<file path="src/rtl/irqc_pkg.sv">
package irqc_pkg;
    localparam int NUM_SRC = 12;
    localparam int NUM_EXT = 3;
    localparam int SYNC_STAGES = 2;
    localparam int IDX_W = $clog2(NUM_SRC);
    localparam int VEC_W = $clog2(NUM_SRC + 2);
    localparam logic [VEC_W-1:0] VEC_RST = '0;
    localparam logic [VEC_W-1:0] VEC_BRK = VEC_W'(NUM_SRC + 1);

    // Request slot fed by each external pin
    function automatic int ext_slot(input int k);
        case (k)
            0: return 8;
            1: return 9;
            default: return 7;
        endcase
    endfunction
endpackage

</file>
<file path="src/rtl/irqc_edge_sync.sv">
module irqc_edge_sync #(
    parameter int N_PINS = 3,
    parameter int STAGES = 2
) (
    input  logic              clk,
    input  logic              rst_n,
    input  logic [N_PINS-1:0] pin_i,
    input  logic [N_PINS-1:0] pol_i,
    output logic [N_PINS-1:0] edge_o
);
    localparam int LAST = STAGES - 1;

    typedef struct packed {
        logic [STAGES-1:0][N_PINS-1:0] stg;
        logic [N_PINS-1:0]             prev;
    } sync_t;

    sync_t s_d, s_q;

    always_comb begin
        s_d = s_q;
        s_d.stg[0] = pin_i;
        for (int i = 1; i < STAGES; i++) begin
            s_d.stg[i] = s_q.stg[i-1];
        end
        s_d.prev = s_q.stg[LAST];
    end

    always_ff @(posedge clk or negedge rst_n) begin
        if (!rst_n) s_q <= '0;
        else        s_q <= s_d;
    end

    // Active edge: polarity-adjusted level now high, previously low
    assign edge_o = (s_q.stg[LAST] ^ pol_i) & ~(s_q.prev ^ pol_i);
endmodule

</file>
<file path="src/rtl/irqc_prio_enc.sv">
module irqc_prio_enc #(
    parameter int N   = 12,
    parameter int IDX = 4
) (
    input  logic [N-1:0]   cand_i,
    output logic           found_o,
    output logic [IDX-1:0] idx_o,
    output logic [N-1:0]   grant_o
);
    always_comb begin
        found_o = 1'b0;
        idx_o   = '0;
        grant_o = '0;
        for (int i = N - 1; i >= 0; i--) begin
            if (cand_i[i]) begin
                found_o = 1'b1;
                idx_o   = IDX'(i);
                grant_o = N'(1) << i;
            end
        end
    end
endmodule

</file>
<file path="src/rtl/irqc_top.sv">
module irqc_top
    import irqc_pkg::*;
#(
    parameter int N_SRC = NUM_SRC,
    parameter int N_EXT = NUM_EXT,
    parameter int N_SYNC = SYNC_STAGES
) (
    input  logic             clk,
    input  logic             rst_n,
    input  logic [N_SRC-1:0] src_pulse,
    input  logic [N_EXT-1:0] ext_pin,
    input  logic             brk_req,
    input  logic             rst_req,
    input  logic             en_wr,
    input  logic [N_SRC-1:0] en_wdata,
    input  logic             req_wr,
    input  logic [N_SRC-1:0] req_wdata,
    input  logic             pol_wr,
    input  logic [N_EXT-1:0] pol_wdata,
    input  logic             mask_wr,
    input  logic             mask_wdata,
    input  logic             irq_ack,
    output logic             irq_valid,
    output logic [VEC_W-1:0] irq_vector,
    output logic [N_SRC-1:0] req_status,
    output logic [N_SRC-1:0] en_status,
    output logic [N_EXT-1:0] pol_status,
    output logic             mask_status
);
    localparam int IW = $clog2(N_SRC);

    typedef struct packed {
        logic [N_SRC-1:0] req;
        logic [N_SRC-1:0] en;
        logic [N_EXT-1:0] pol;
        logic             mask;
        logic             brk_pend;
        logic             rst_pend;
    } ctl_t;

    ctl_t c_d, c_q;

    logic [N_EXT-1:0] ext_edge;
    logic [N_SRC-1:0] ext_set;
    logic [N_SRC-1:0] hw_set;
    logic [N_SRC-1:0] cand;
    logic [N_SRC-1:0] grant;
    logic [IW-1:0]    win_idx;
    logic             win_found;
    logic             take;

    irqc_edge_sync #(.N_PINS(N_EXT), .STAGES(N_SYNC)) u_sync (
        .clk    (clk),
        .rst_n  (rst_n),
        .pin_i  (ext_pin),
        .pol_i  (c_q.pol),
        .edge_o (ext_edge)
    );

    always_comb begin
        ext_set = '0;
        for (int k = 0; k < N_EXT; k++) begin
            ext_set[ext_slot(k)] = ext_edge[k];
        end
    end

    assign hw_set = src_pulse | ext_set;
    assign cand   = c_q.req & c_q.en & {N_SRC{~c_q.mask}};

    irqc_prio_enc #(.N(N_SRC), .IDX(IW)) u_prio (
        .cand_i  (cand),
        .found_o (win_found),
        .idx_o   (win_idx),
        .grant_o (grant)
    );

    always_comb begin
        irq_valid  = c_q.rst_pend | win_found | c_q.brk_pend;
        if (c_q.rst_pend)   irq_vector = VEC_RST;
        else if (win_found) irq_vector = VEC_W'(win_idx) + VEC_W'(1);
        else                irq_vector = VEC_BRK;
    end

    assign take = irq_ack & irq_valid;

    always_comb begin
        logic [N_SRC-1:0] keep;
        logic             src_taken;
        logic             brk_taken;
        c_d = c_q;
        src_taken = take & ~c_q.rst_pend & win_found;
        brk_taken = take & ~c_q.rst_pend & ~win_found;
        keep = req_wr ? req_wdata : '1;
        if (src_taken) keep = keep & ~grant;
        c_d.req = (c_q.req & keep) | hw_set;
        if (en_wr)  c_d.en  = en_wdata;
        if (pol_wr) c_d.pol = pol_wdata;
        if (take)         c_d.mask = 1'b1;
        else if (mask_wr) c_d.mask = mask_wdata;
        c_d.brk_pend = brk_req | (c_q.brk_pend & ~brk_taken);
        c_d.rst_pend = rst_req | (c_q.rst_pend & ~take);
    end

    always_ff @(posedge clk or negedge rst_n) begin
        if (!rst_n) begin
            c_q      <= '0;
            c_q.mask <= 1'b1;
        end else begin
            c_q <= c_d;
        end
    end

    assign req_status  = c_q.req;
    assign en_status   = c_q.en;
    assign pol_status  = c_q.pol;
    assign mask_status = c_q.mask;

    genvar g;
    generate
        for (g = 0; g < N_SRC; g++) begin : g_bit_chk

            sw_cannot_set_chk: assert property (@(posedge clk) disable iff (!rst_n)
                !c_q.req[g] && !hw_set[g] |=> !c_q.req[g]);

            hw_set_wins_chk: assert property (@(posedge clk) disable iff (!rst_n)
                hw_set[g] |=> c_q.req[g]);
        end
    endgenerate


    accept_masks_chk: assert property (@(posedge clk) disable iff (!rst_n)
        take |=> c_q.mask);


    masked_no_source_chk: assert property (@(posedge clk) disable iff (!rst_n)
        c_q.mask && irq_valid |-> (irq_vector == VEC_RST || irq_vector == VEC_BRK));


    single_grant_chk: assert property (@(posedge clk) disable iff (!rst_n)
        $onehot0(grant));


    brk_presented_chk: assert property (@(posedge clk) disable iff (!rst_n)
        c_q.brk_pend |-> irq_valid);


    rst_first_chk: assert property (@(posedge clk) disable iff (!rst_n)
        c_q.rst_pend |-> irq_vector == VEC_RST);
endmodule

</file>
<file path="config.mk">
export PLATFORM = sky130hd
export DESIGN_NAME = irqc_top
export DESIGN_NICKNAME = d
export VERILOG_FILES = /design/src/rtl/irqc_pkg.sv /design/src/rtl/irqc_edge_sync.sv /design/src/rtl/irqc_prio_enc.sv /design/src/rtl/irqc_top.sv
export SDC_FILE = /design/constraint.sdc
export NUM_CORES = 1
export LEC_CHECK = 0
export CAP_MARGIN = 25
export CORE_MARGIN = 3
export CORE_UTILIZATION = 25
export CTS_CLUSTER_SIZE = 14
export DETAILED_ROUTE_END_ITERATION = 6
export PLACE_DENSITY = 0.56
export SLEW_MARGIN = 20
export SYNTH_ARGS = -nofsm -noshare
export SYNTH_HDL_FRONTEND = slang
export SYNTH_SLANG_ARGS = --single-unit
</file>
<file path="constraint.sdc">
create_clock -name clk -period 3.1 [get_ports clk]
set_clock_uncertainty 0.2 [all_clocks]
set_input_delay 0.62 -clock clk [delete_from_list [all_inputs] [get_ports clk]]
set_output_delay 0.62 -clock clk [all_outputs]
set_load 0.01 [all_outputs]
</file>
==> flow_summary_export.csv, run 1 <==
group,metric,value,unit
floorplanning,core,0.007807,mm²
global_routing,grt_pass1_wl,8631,µm
synthesis,synthSimpleGateAreaFrac,14.71,%
layout,area_growth,47.98,%
setup_path,endpoint,"irq_vector[2]",
detailed_routing,viasPerCell,4.439,
setup_path,slowest_stage,"dfrtp_1",
clock_tree,numCtsBuffers,5,
layout,final_nets,328,
setup_path,r2r_setup_slack,0.73,ns
detailed_routing,avgRoutedWirePerCell,14.61,µm
timing,max_slew.worst_pin.slew,0.8756,ns
global_routing,grt-ovfl-total,0,
timing,tns,0,ns
synthesis,ys.flop_type,"dfrtp_1",
timing,finalCritPeriodShare,95.48,%
timing,min_period,2.960,ns
floorplanning,die-area,0.009288,mm²
flow_run,cap_viol_max_count,0,
clock_tree,cts_tree,"built",
setup_path,cp-startpoint,"req_status[7]",
layout,drive_above_1_share,21.38,%
global_routing,gr-usage-all-layers,12.28,%
power_and_ir_drop,irDropWorstVdd,0.1498,mV
floorplanning,die_x,96.38,µm
floorplanning,std_cell_rows,32,
setup_path,cp_max_fo,3,
setup_path,path_cells,"and2_1 > o221a_2 > o311a_1 > ha_1 > inv_1 > nor3b_1 > nor3_1 > clkbuf_2",
detailed_routing,antenna_left,0,
timing,slew_violations,0,
synthesis,synth_top_family_by_area,"compound AO/OA/AOI/OAI gates",
detailed_routing,drtIter0Drc,61,
setup_path,endpoint_kind,"output pin",
detailed_routing,drc,0,
timing,hold_ws,0.1507,ns
placed_design,gp_congestion,0.8274,
setup_path,critPathRequiredTime,2.28,ns
synthesis,postSynthCellCount,193,
power_and_ir_drop,power_per_cell_area,414.6,mW/mm²
timing,setup_viol,0,
floorplanning,start_util,26.15,%
synthesis,avgSynthCellArea,10.58,µm²
layout,layout.cells.non_filler,378,
timing,rsz0062_at_grt,"yes",
synthesis,netlist_area,0.002042,mm²
clock_tree,cts_root_buf,"clkbuf_8",
synthesis,synth_seq_area_share,47.86,%
clock_tree,clkTransAtPathRegs,0.08,ns
synthesis,synth_area_leaders,"dfrtp_1, buf_4, mux2_2, nand2_1, o21ai_0",
synthesis,synthMuxAreaShare,7.721,%
setup_path,cp_num_cells,8,
setup_path,path_buf_inv,2,
setup_path,r2r-end,"req_status[7]",
setup_path,crit_type,"flip-flop to output pin",
setup_path,arrival,2.14,ns
min_path,hold_class,"flip-flop to flip-flop",
placed_design,dpl.hpwl,4361,µm
clock_tree,worstSkewPairLatency,0.28,ns
placed_design,port_buffers,84,
timing,layout_setup_ws,0.1401,ns
detailed_routing,first_pass_iters,4,
timing,finalHoldViolations,0,
setup_path,crit_path_start_kind,"flip-flop",
synthesis,yosysUniqueCellTypes,40,
clock_tree,cts_hold_buf,0,
timing,max_freq,337.9,MHz
synthesis,synth_top_area_share,46.57,%
global_routing,grt_antenna_before_repair,0,
synthesis,synth-seq-cells,39,
setup_path,rr_startpoint,"mask_status",
setup_path,cpPeakStageDelay,0.39,ns
outcome,run_status,"complete, no violations",
synthesis,syn_nets,246,
synthesis,ys_warn_count,0,
placed_design,dp_cells,368,
setup_path,worstRegToRegCells,6,
detailed_routing,vias,1678,
clock_tree,cts.htree.levels,2,
clock_tree,cts_buffer_depth,2,
layout,num_antenna_cells,0,
detailed_routing,wl,5522,µm
setup_path,critPathTopFamily,"compound AO/OA/AOI/OAI gates",
synthesis,synthXorXnorAreaFrac,0,%
global_routing,grt_max_degree,40,
power_and_ir_drop,p_leak,0.001252,µW
global_routing,first_global_vias,1751,
synthesis,synth-compound-area-share,17.83,%
synthesis,synth-adder-area-share,0.6127,%
synthesis,synth_top_area_cell,"dfrtp_1",
floorplanning,io_pins,85,
synthesis,synth_edf_count,0,
clock_tree,cts.sinks,39,
placed_design,dp_slack,0.02606,ns
synthesis,synthArstFlopShare,100.0,%
floorplanning,die_h,96.38,µm
timing,relSlewSlack,41.62,%
logic make-up (layout without fill, tap and decap cells):
kind of cell / after synthesis / in the layout
adders and majority gates: 1 / 1
buffers and inverters: 34 / 117
AOI/OAI and AO/OA: 51 / 51
DFF: 39 / 39
muxes: 14 / 14
and+or+nand+nor: 54 / 54
worst reg2reg max path: stages, from the launching register on:
cell and delay, ns:
dfstp_2 0.61, buf_4 0.16, buf_4 0.15, o2111ai_4 0.20, a21oi_2 0.22, a41oi_1 0.16, or4_1 0.55
area by class of cell:
class	count	area (µm²)
Fill cell	783	4786
Sequential cell	39	977.2
Inverter	4	15.01
Clock buffer	5	68.82
Clock inverter	3	15.01
Multi-Input combinational cell	120	834.6
Tap cell	102	127.6
Timing Repair Buffer	105	983.4
per-stage QoR:
stage                     utilization, %  power [µW]  instance area (µm²)
after detailed placement           37.56       938.8                 2933
after global routing               38.70        1332                 3022
after global placement             37.56       936.1                 2933
final                              38.70        1253                 3022
after CTS                          38.59        1272                 3013
after floorplan                        -       762.5                 2042
report_power, final:
group          leakage, µW  internal [µW]  switching (µW)
combinational     0.000774            204             141
clock            0.0000477            154             172
sequential        0.000430            548            34.0
total              0.00125            906             347
sequential cells by signal, indices dropped and copies added, names as in the netlist:
register	cells
u_sync.s_q	3
u_sync.s_d	6
en_status	12
pol_status	3
req_status	12
mask_status	1
c_q	2
worst min path at each step:
stage          depth (start not counted)            end     startpoint  slack [ns]
6_report                               0  u_sync.s_d[0]  u_sync.s_d[6]        0.15
5_1_grt                                0  u_sync.s_d[2]  u_sync.s_d[8]        0.16
2_1_floorplan                          0         c_q[0]          rst_n        0.12
4_1_cts                                0  u_sync.s_d[0]  u_sync.s_d[6]        0.15
3_5_place_dp                           0  u_sync.s_d[0]  u_sync.s_d[6]        0.14
3_3_place_gp                           0  u_sync.s_d[2]  u_sync.s_d[8]        0.14
cell usage in the layout (no fill, tap or decap), drive strengths merged, types with 2 or more instances in the layout:
| cell | synthesis | routed |
|---|---|---|
| clkdlybuf4s50 | 0 | 78 |
| dfrtp | 38 | 38 |
| buf | 29 | 23 |
| nand2 | 19 | 19 |
| mux2 | 14 | 14 |
| o21ai | 14 | 14 |
| a21oi | 12 | 12 |
| nor3b | 6 | 6 |
| nor2 | 6 | 6 |
| clkbuf | 1 | 6 |
| nor3 | 6 | 6 |
| inv | 4 | 4 |
| a31oi | 4 | 4 |
| or2 | 4 | 4 |
| and3b | 4 | 4 |
| a21o | 4 | 4 |
| o21bai | 4 | 4 |
| a41oi | 3 | 3 |
| clkinv | 0 | 3 |
| or4 | 2 | 2 |
| and2 | 2 | 2 |
| nand2b | 2 | 2 |
| dlygate4sd2 | 0 | 2 |
| nor2b | 2 | 2 |
per-layer routing:
metal,track usage (%),vias up,wire length (µm)
li1,-,832,-
met1,16.67,794,2615
met2,19.26,47,2507
met3,3.253,5,346
met4,3.505,0,52
met5,0,-,0
synth_stat cells, types with 2 or more instances:
cell type  count
a21o_1         4
a21oi_1       10
a21oi_2        2
a31oi_1        4
a41oi_1        3
and2_1         2
and3b_1        4
buf_4         27
dfrtp_1       38
inv_1          4
mux2_2        14
nand2_1       19
nand2b_1       2
nor2_1         6
nor3_1         4
nor3_2         2
nor3b_1        6
o21ai_0       13
o21bai_1       4
or2_2          4
or4_1          2
what timing repair did:
action,4_1_cts,5_1_grt
endpoints found under the setup margin,4,3
setup buffers,0,2
pin swaps,0,1
resized for setup,5,6
Note: power is estimated with default switching activity, not from simulation.
==> run 2, diff against run 1 <==
- HOLD_SLACK_MARGIN: not set -> 0.05
==> results of run 2 <==
No change in the layout: final DEF, timing and power equal those of run 1.
